===== src/rtl/lsm_pkg.sv =====
package lsm_pkg;

   // aggregate machine places
   typedef enum logic [1:0] {
      AG_FILL  = 2'd0,
      AG_WEIGH = 2'd1,
      AG_SYNC  = 2'd2
   } agg_st_e;

   // content machine places
   typedef enum logic [1:0] {
      CT_FILL  = 2'd0,
      CT_READY = 2'd1,
      CT_WEIGH = 2'd2,
      CT_DUMP  = 2'd3
   } cnt_st_e;

   // mixer machine places
   typedef enum logic [1:0] {
      MX_IDLE   = 2'd0,
      MX_CHARGE = 2'd1,
      MX_RUN    = 2'd2,
      MX_DRAIN  = 2'd3
   } mix_st_e;

endpackage


===== src/rtl/lsm_agg_fsm.sv =====
module lsm_agg_fsm
   import lsm_pkg::*;
#(
   parameter int unsigned OUT_REG = 1
) (
   input  logic clk,
   input  logic rst,
   input  logic agg_full,
   input  logic scale_lo,
   input  logic cont_rdy_f,
   input  logic dump_f,
   output logic fill_cmd,
   output logic gate_cmd,
   output logic weigh_f
);

   agg_st_e st, nx;

   always_comb begin
      nx = st;
      unique case (st)
         AG_FILL:  if (agg_full)                nx = AG_WEIGH;
         AG_WEIGH: if (scale_lo && cont_rdy_f)  nx = AG_SYNC;
         AG_SYNC:  if (!scale_lo && dump_f)     nx = AG_FILL;
         default:                               nx = AG_FILL;
      endcase
   end

   always_ff @(posedge clk) begin
      if (rst) st <= AG_FILL;
      else     st <= nx;
   end

   assign weigh_f = (st == AG_WEIGH);

   generate
      if (OUT_REG == 1) begin : g_reg
         logic fill_q, gate_q;
         always_ff @(posedge clk) begin
            if (rst) begin
               fill_q <= 1'b1;
               gate_q <= 1'b0;
            end else begin
               fill_q <= (nx == AG_FILL);
               gate_q <= (nx == AG_WEIGH);
            end
         end
         assign fill_cmd = fill_q;
         assign gate_cmd = gate_q;
      end else begin : g_dec
         assign fill_cmd = (st == AG_FILL);
         assign gate_cmd = (st == AG_WEIGH);
      end
   endgenerate


   agg_fill_hold_chk: assert property (@(posedge clk) disable iff (rst)
      fill_cmd && !agg_full |=> fill_cmd);

endmodule


===== src/rtl/lsm_cnt_fsm.sv =====
module lsm_cnt_fsm
   import lsm_pkg::*;
#(
   parameter int unsigned OUT_REG = 1
) (
   input  logic clk,
   input  logic rst,
   input  logic cont_full,
   input  logic scale_lo,
   input  logic scale_hi,
   input  logic agg_weigh_f,
   input  logic mix_idle_f,
   output logic fill_cmd,
   output logic gate_cmd,
   output logic dump_cmd,
   output logic ready_f,
   output logic weigh_f,
   output logic dump_f
);

   cnt_st_e st, nx;

   always_comb begin
      nx = st;
      unique case (st)
         CT_FILL:  if (cont_full)                nx = CT_READY;
         CT_READY: if (scale_lo && agg_weigh_f)  nx = CT_WEIGH;
         CT_WEIGH: if (scale_hi && mix_idle_f)   nx = CT_DUMP;
         CT_DUMP:  if (!scale_lo)                nx = CT_FILL;
         default:                                nx = CT_FILL;
      endcase
   end

   always_ff @(posedge clk) begin
      if (rst) st <= CT_FILL;
      else     st <= nx;
   end

   assign ready_f = (st == CT_READY);
   assign weigh_f = (st == CT_WEIGH);
   assign dump_f  = (st == CT_DUMP);

   generate
      if (OUT_REG == 1) begin : g_reg
         logic fill_q, gate_q, dump_q;
         always_ff @(posedge clk) begin
            if (rst) begin
               fill_q <= 1'b1;
               gate_q <= 1'b0;
               dump_q <= 1'b0;
            end else begin
               fill_q <= (nx == CT_FILL);
               gate_q <= (nx == CT_WEIGH);
               dump_q <= (nx == CT_DUMP);
            end
         end
         assign fill_cmd = fill_q;
         assign gate_cmd = gate_q;
         assign dump_cmd = dump_q;
      end else begin : g_dec
         assign fill_cmd = (st == CT_FILL);
         assign gate_cmd = (st == CT_WEIGH);
         assign dump_cmd = (st == CT_DUMP);
      end
   endgenerate


   cont_fill_hold_chk: assert property (@(posedge clk) disable iff (rst)
      fill_cmd && !cont_full |=> fill_cmd);


   dump_hold_chk: assert property (@(posedge clk) disable iff (rst)
      dump_cmd && scale_lo |=> dump_cmd);

endmodule


===== src/rtl/lsm_mix_fsm.sv =====
module lsm_mix_fsm
   import lsm_pkg::*;
#(
   parameter int unsigned OUT_REG = 1
) (
   input  logic clk,
   input  logic rst,
   input  logic scale_lo,
   input  logic scale_hi,
   input  logic mix_done,
   input  logic mix_empty,
   input  logic cnt_weigh_f,
   input  logic cnt_dump_f,
   output logic run_cmd,
   output logic drain_cmd,
   output logic idle_f
);

   mix_st_e st, nx;

   always_comb begin
      nx = st;
      unique case (st)
         MX_IDLE:   if (scale_hi && cnt_weigh_f)  nx = MX_CHARGE;
         MX_CHARGE: if (!scale_lo && cnt_dump_f)  nx = MX_RUN;
         MX_RUN:    if (mix_done)                 nx = MX_DRAIN;
         MX_DRAIN:  if (mix_empty)                nx = MX_IDLE;
         default:                                 nx = MX_IDLE;
      endcase
   end

   always_ff @(posedge clk) begin
      if (rst) st <= MX_IDLE;
      else     st <= nx;
   end

   assign idle_f = (st == MX_IDLE);

   generate
      if (OUT_REG == 1) begin : g_reg
         logic run_q, drain_q;
         always_ff @(posedge clk) begin
            if (rst) begin
               run_q   <= 1'b0;
               drain_q <= 1'b0;
            end else begin
               run_q   <= (nx == MX_RUN);
               drain_q <= (nx == MX_DRAIN);
            end
         end
         assign run_cmd   = run_q;
         assign drain_cmd = drain_q;
      end else begin : g_dec
         assign run_cmd   = (st == MX_RUN);
         assign drain_cmd = (st == MX_DRAIN);
      end
   endgenerate


   mix_run_hold_chk: assert property (@(posedge clk) disable iff (rst)
      run_cmd && !mix_done |=> run_cmd);


   drain_follows_run_chk: assert property (@(posedge clk) disable iff (rst)
      $rose(drain_cmd) |-> $past(run_cmd));

endmodule


===== src/rtl/lsm_batch_ctrl.sv =====
module lsm_batch_ctrl #(
   parameter int unsigned OUT_REG = 1
) (
   input  logic clk,
   input  logic rst,
   input  logic agg_full,
   input  logic cont_full,
   input  logic scale_lo,
   input  logic scale_hi,
   input  logic mix_done,
   input  logic mix_empty,
   output logic fill_agg,
   output logic fill_cont,
   output logic scale_gate,
   output logic scale_dump,
   output logic mix_run,
   output logic mix_drain
);

   if (OUT_REG > 1) begin : g_bad_param
      $error("OUT_REG must be 0 or 1");
   end

   // place flags exchanged between the machines
   logic f_agg_weigh, f_cnt_ready, f_cnt_weigh, f_cnt_dump, f_mix_idle;
   logic gate_agg, gate_cnt;

   lsm_agg_fsm #(.OUT_REG(OUT_REG)) u_agg (
      .clk        (clk),
      .rst        (rst),
      .agg_full   (agg_full),
      .scale_lo   (scale_lo),
      .cont_rdy_f (f_cnt_ready),
      .dump_f     (f_cnt_dump),
      .fill_cmd   (fill_agg),
      .gate_cmd   (gate_agg),
      .weigh_f    (f_agg_weigh)
   );

   lsm_cnt_fsm #(.OUT_REG(OUT_REG)) u_cnt (
      .clk         (clk),
      .rst         (rst),
      .cont_full   (cont_full),
      .scale_lo    (scale_lo),
      .scale_hi    (scale_hi),
      .agg_weigh_f (f_agg_weigh),
      .mix_idle_f  (f_mix_idle),
      .fill_cmd    (fill_cont),
      .gate_cmd    (gate_cnt),
      .dump_cmd    (scale_dump),
      .ready_f     (f_cnt_ready),
      .weigh_f     (f_cnt_weigh),
      .dump_f      (f_cnt_dump)
   );

   lsm_mix_fsm #(.OUT_REG(OUT_REG)) u_mix (
      .clk         (clk),
      .rst         (rst),
      .scale_lo    (scale_lo),
      .scale_hi    (scale_hi),
      .mix_done    (mix_done),
      .mix_empty   (mix_empty),
      .cnt_weigh_f (f_cnt_weigh),
      .cnt_dump_f  (f_cnt_dump),
      .run_cmd     (mix_run),
      .drain_cmd   (mix_drain),
      .idle_f      (f_mix_idle)
   );

   // shared command merged across machines
   assign scale_gate = gate_agg | gate_cnt;


   gate_excl_chk: assert property (@(posedge clk) disable iff (rst)
      !(gate_agg && gate_cnt));


   join_weigh_chk: assert property (@(posedge clk) disable iff (rst)
      $fell(f_cnt_ready) |-> $fell(f_agg_weigh));


   join_dump_chk: assert property (@(posedge clk) disable iff (rst)
      $rose(f_cnt_dump) |-> $past(f_mix_idle));


   fork_chk: assert property (@(posedge clk) disable iff (rst)
      $fell(f_cnt_dump) |-> !f_mix_idle && !f_agg_weigh);

endmodule


===== config.mk =====
export PLATFORM = sky130hd
export DESIGN_NAME = lsm_batch_ctrl
export DESIGN_NICKNAME = d
export VERILOG_FILES = /design/src/rtl/lsm_pkg.sv /design/src/rtl/lsm_agg_fsm.sv /design/src/rtl/lsm_cnt_fsm.sv /design/src/rtl/lsm_mix_fsm.sv /design/src/rtl/lsm_batch_ctrl.sv
export SDC_FILE = /design/constraint.sdc
export NUM_CORES = 1
export LEC_CHECK = 0
export BUFFER_PORTS_ARGS = -buffer_cell sky130_fd_sc_hd__buf_2
export CELL_PAD_IN_SITES_DETAIL_PLACEMENT = 0
export CELL_PAD_IN_SITES_GLOBAL_PLACEMENT = 1
export CORE_UTILIZATION = 38
export DETAILED_ROUTE_END_ITERATION = 16
export HOLD_SLACK_MARGIN = 0.15
export PLACE_DENSITY = 0.87
export SYNTH_ARGS = -nofsm -noshare
export SYNTH_HDL_FRONTEND = slang
export SYNTH_SLANG_ARGS = --single-unit

===== constraint.sdc =====
create_clock -name clk -period 2.1 [get_ports clk]
set_input_delay 0.105 -clock clk [delete_from_list [all_inputs] [get_ports clk]]
set_output_delay 0.105 -clock clk [all_outputs]
set_load 0.03 [all_outputs]

## After elaboration in Yosys (flattened, before gate mapping)

Index checks and enable logic that the tools add are counted.
Widths: inputs -> output; s select.

- Register bits: 13
- Input port bits: 8
- Output and inout bits: 6
- Logic and storage cells: 49

- Eq/ne operators: 13
- Mux-type cells: 14
- Bitwise gates (word level): 1
- Reduce and logical (&&, ||, !) cells: 11

Operators with widths:

| operator | count |
|---|---|
| $mux 2 | 11 |
| $eq 2x2->1 const B | 9 |
| $pmux 2 s4 | 2 |
| $logic_not 2->1 | 5 |
| $eq 2x1->1 const B | 4 |
| $pmux 2 s3 | 1 |
| $logic_and 1x1->1 | 5 |
| $logic_not 1->1 | 1 |
| $or 1x1->1 | 1 |

## Longest topological paths before layout

- Depth after elaboration: 5
- Gate-level depth with buffers: 4
- Depth with buffers taken out: 3

## By module

Synthesis repeated with hierarchy kept, for this count alone.

- Cell total of the unflattened synthesis: 53
- Area total of the unflattened synthesis: 548.0 um^2

By module, submodules not included:

| module | instances | cells each | area each (um^2) | sequential area each (um^2) |
|---|---|---|---|---|
| lsm_cnt_fsm | 1 | 21 | 216.5 | 100.1 |
| lsm_mix_fsm | 1 | 18 | 180.2 | 80.1 |
| lsm_agg_fsm | 1 | 13 | 145.1 | 80.1 |
| lsm_batch_ctrl | 1 | 1 | 6.3 | 0.0 |

## Worst setup path before layout

Ideal clock, no wire load.

- Path type: reg-to-reg
- From: reg u_cnt.st[0]
- To: reg u_cnt.g_reg.dump_q (netlist: u_cnt.dump_cmd)
- Setup time: 115 ps
- Data arrival time: 969 ps
- Data required time: 1985 ps
- Slack: 1016 ps
- Cell stages (with the launch flop): 5
- Buffers on the path: 1
- Period minus slack after synthesis: 1084 ps
- Cell sequence: dfxtp_1 -> buf_4 -> nor4b_2 -> a211o_2 -> and3_1

- Longest elaborated chain between the ends: 3
- Elaborated cells on any way between the ends: 10
- Classes of those cells: eq/ne (4); mux (5); reduce/logical (1)

RTL lines:

| item | line | source |
|---|---|---|
| start: declaration | lsm_cnt_fsm.sv:21 | `cnt_st_e st, nx;` |
| start signal: assignment | lsm_cnt_fsm.sv:36 | `else st <= nx;` |
| $eq 2x2->1 (tied with other cells) | lsm_cnt_fsm.sv:25 | `unique case (st)` |
| $pmux 2 s4 (*) | lsm_cnt_fsm.sv:25 |  |
| $eq 2x2->1 (*) | lsm_cnt_fsm.sv:54 | `dump_q <= (nx == CT_DUMP);` |
| end signal: assignment | lsm_cnt_fsm.sv:54 |  |
| end: declaration | lsm_cnt_fsm.sv:45 | `logic fill_q, gate_q, dump_q;` |

Every way passes the cells marked *; elsewhere a longest branch is shown, timed or not.
A chain may end at the register's enable or synchronous reset.

## Final worst setup path

- From: reg u_cnt.st[0]
- To: reg u_agg.g_reg.gate_q (netlist: u_agg.gate_cmd)

- Longest elaborated chain between the ends: 5
- Elaborated cells on any way between the ends: 8
- Classes of those cells: eq/ne (3); mux (3); reduce/logical (2)

RTL lines:

| item | line | source |
|---|---|---|
| $eq 2x2->1 / $eq 2x1->1 (equally long branches) | lsm_cnt_fsm.sv:41, lsm_cnt_fsm.sv:39 |  |
| $logic_and 1x1->1, on equally long branches | lsm_agg_fsm.sv:24, lsm_agg_fsm.sv:23 |  |
| $mux 2, on equally long branches | lsm_agg_fsm.sv:24, lsm_agg_fsm.sv:23 |  |
| $pmux 2 s3 (*) | lsm_agg_fsm.sv:21 | `unique case (st)` |
| $eq 2x1->1 (*) | lsm_agg_fsm.sv:45 | `gate_q <= (nx == AG_WEIGH);` |
| end signal: assignment | lsm_agg_fsm.sv:45 |  |
| end: declaration | lsm_agg_fsm.sv:38 | `logic fill_q, gate_q;` |

Marks and branches as above.

==> insert_results.sql <==
INSERT INTO impl_metrics (metric_group, metric, value, unit) VALUES
('outcome', 'outcome', 'complete, no violations', ''),
('synth', 'top_cells_by_area_synth', 'dfxtp_1 (50%), a211oi_1 (2.9%), a21o_1 (2.9%)', ''),
('hold_path', 'hold_depth', '3', ''),
('die', 'core_region_area', '1190', 'um2'),
('placed_design', 'port_buffers', '13', ''),
('cts', 'tritoncts_clock_tree', 'done', ''),
('synth', 'synth_most_common_cell', 'dfxtp_1', ''),
('synth', 'async_flop_share', '0', '%'),
('setup_path', 'worst_path_largest_cell_delay', '0.56', 'ns'),
('cts', 'clock_tree.root_cell', 'clkbuf_4', ''),
('synth', 'synth-seq-cells', '13', ''),
('setup_path', 'worst_path_max_delay_cell', 'dlygate4sd3_1', ''),
('timing', 'tightestPinTransition', '0.326', 'ns'),
('pwr', 'vdd_drop_max', '518', 'uV'),
('die', 'boundaryPins', '14', ''),
('synth', 'syn_inst', '50', ''),
('die', 'rows', '12', ''),
('setup_path', 'reg2reg_depth', '4', ''),
('final_layout', 'multi_input_comb_area', '230', 'um2'),
('global_route', 'grt_max_degree', '10', ''),
('pwr', 'power-per-cell-area', '792', 'nW/um2'),
('synth', 'arithmetic_cell_share_of_the_synthesized_area_counting_full_adders_half_adders_and_majority_gates', '0', '%'),
('final_layout', 'drive_above_1_share', '35.3', '%'),
('cts', 'cts_resized', '0', ''),
('die', 'fp.dieArea', '1510', 'um2'),
('final_layout', 'seq_area', '260', 'um2'),
('placed_design', 'pre_cts_ws', '0.867', 'ns'),
('timing', 'rsz_0062_raised_after_global_routing', 'false', ''),
('cts', 'clk_transition_reported_paths', '0.08', 'ns'),
('cts', 'cts_num_sinks', '13', ''),
('synth', 'dominant_register_cell_in_the_synthesized_netlist', 'dfxtp_1', ''),
('hold_path', 'hold-path-endpoint', 'u_mix.st[1]$_SDFF_PP0_', ''),
('synth', 'post_synth_and_or_nand_nor_area_fraction', '21.8', '%'),
('hold_path', 'hold_sp', 'mix_empty', ''),
('synth', 'synth_enable_flop_cells', '0', ''),
('setup_path', 'regToRegStartpoint', 'u_cnt.st[0]$_SDFF_PP0_', ''),
('timing', 'minimum_clock_period_after_layout', '1.50', 'ns'),
('drt', 'vias', '425', ''),
('synth', 'yosys.area.top_type', 'dfxtp_1', ''),
('synth', 'area_share_of_xor_xnor_cells_in_the_synthesized_design', '0', '%'),
('synth', 'seq_area_frac_synth', '50.4', '%'),
('setup_path', 'critical_path.max_fanout', '9', ''),
('synth', 'yosysTopAreaCellShare', '50.4', '%'),
('synth', 'synth_compound_area_share', '22.8', '%'),
('global_route', 'vias_in_the_first_global_route', '331', ''),
('synth', 'synth_commonest_cells', 'dfxtp_1 (13), nor2_1 (4)', ''),
('cts', 'cts_made_buffers', '3', ''),
('drt', 'detailedRoute.firstIterationViolations', '7', ''),
('drt', 'routedWlPerCell', '10.8', 'um'),
('die', 'floorplan.initialDensity', '43.6', '%'),
('drt', 'drc_errors', '0', ''),
('placed_design', 'dp.final_hpwl', '626', 'um'),
('synth', 'synth_nets', '58', ''),
('pwr', 'static-leakage-power', '0.282', 'nW'),
('placed_design', 'place_congestion', '0.731', ''),
('timing', 'fmax', '665', 'MHz'),
('setup_path', 'crit_type', 'reg2reg', ''),
('timing', 'final_hold_vio_count', '0', ''),
('global_route', 'grt_antenna_before_repair', '0', ''),
('setup_path', 'worstReg2RegEnd', 'u_agg.gate_cmd$_SDFF_PP0_', ''),
('timing', 'setup_viol_count_final', '0', ''),
('synth', 'synth.area.mux_share', '0', '%'),
('cts', 'clock_h_tree_levels', '1', ''),
('global_route', 'grt_pass1_wl', '1.37', 'mm'),
('final_layout', 'flow.area_growth_from_synthesis', '24.9', '%'),
('timing', 'finalClockSkew', '0.00273', 'ns'),
('synth', 'ys_warn_count', '0', ''),
('cts', 'clock_tree.buffer_depth', '2', ''),
('drt', 'firstDrtPassIters', '4', ''),
('timing', 'finalCritPeriodShare', '71.6', '%'),
('synth', 'synthDistinctLibCells', '30', '');
through the flow:
stage / area (um2) / util, % / total power, W / hold slack, ns / std cells
3_5_place_dp: 588 / 49.6 / 0.000361 / 0.382 / 75
3_3_place_gp: 588 / 49.6 / 0.000361 / 0.384 / 75
5_1_grt: 646 / 54.4 / 0.000541 / 0.184 / 82
6_report: 646 / 54.4 / 0.000511 / 0.177 / 82
2_1_floorplan: 517 / - / 0.000341 / 0.205 / 50
4_1_cts: 646 / 54.4 / 0.000518 / 0.173 / 82
how the worst max path moves through the flow:
stage / from / slack [ns] / end
global route: u_cnt.st[0]$_SDFF_PP0_ / 0.51 / u_agg.gate_cmd$_SDFF_PP0_
CTS: u_cnt.st[0]$_SDFF_PP0_ / 0.60 / u_agg.gate_cmd$_SDFF_PP0_
global placement: u_cnt.st[0]$_SDFF_PP0_ / 0.86 / u_cnt.st[0]$_SDFF_PP0_
finish: u_cnt.st[0]$_SDFF_PP0_ / 0.60 / u_agg.gate_cmd$_SDFF_PP0_
floorplan: u_cnt.st[0]$_SDFF_PP0_ / 1.02 / u_cnt.dump_cmd$_SDFF_PP0_
detailed placement: u_cnt.st[0]$_SDFF_PP0_ / 0.87 / u_cnt.dump_cmd$_SDFF_PP0_
cell usage in the layout (no fill, tap or decap), drive strengths merged, types with 2 or more instances in the layout:
cell         instances
inv                  4
o21ai                2
clkbuf               3
a21o                 2
nor2                 4
dlygate4sd3          3
dfxtp               13
a211oi               2
buf                 13
and3                 2
flip-flops by register name, summed over array words and instances (netlist names):
name,cells
u_agg.st,2
u_cnt.st,2
u_mix.st,2
u_agg.fill_cmd,1
u_agg.gate_cmd,1
u_cnt.dump_cmd,1
u_cnt.fill_cmd,1
u_cnt.gate_cmd,1
u_mix.drain_cmd,1
u_mix.run_cmd,1
layer usage:
| layer | vias up | routed length, um | track usage [%] |
|---|---|---|---|
| li1 | 224 | - | - |
| met1 | 188 | 431 | 16.8 |
| met2 | 9 | 375 | 19.6 |
| met3 | 4 | 37 | 4.05 |
| met4 | 0 | 38 | 15.5 |
| met5 | - | 0 | 0 |
worst max-delay path: cells and delay by family (launching register included):
family,cells,cell delay (ns)
buffers and inverters,1,0.56
DFF,1,0.50
AOI/OAI and AO/OA,1,0.09
and+or+nand+nor,2,0.24
what timing repair did:
item | in CTS | in global routing
endpoints found under the hold margin | 7 | 0
hold buffers | 3 | 0
setup buffers | 0 | 0
kinds of logic (layout without fill, tap and decap cells):
logic type	count (synthesis)	in the layout
AO/OA/AOI/OAI	14	14
AND/OR/NAND/NOR	17	17
flip-flops	13	13
buffers and inverters	6	24
power breakdown:
| part | total, W | leakage (nW) | internal (W) | switching (W) |
|---|---|---|---|---|
| clock network | 0.000151 | 0.0177 | 0.0000706 | 0.0000804 |
| logic | 0.0000815 | 0.158 | 0.0000361 | 0.0000454 |
| registers | 0.000279 | 0.107 | 0.000264 | 0.0000153 |
cell type report:
class	count	share of cell area (%)
inverter	4	2.33
sequential	13	40.3
timing repair buffer	16	14.7
clock inverter	1	0.775
clock buffer	3	3.49
multi-input combinational	31	35.7
tap	14	2.71
No activity file was read; power rests on OpenSTA's default activity.
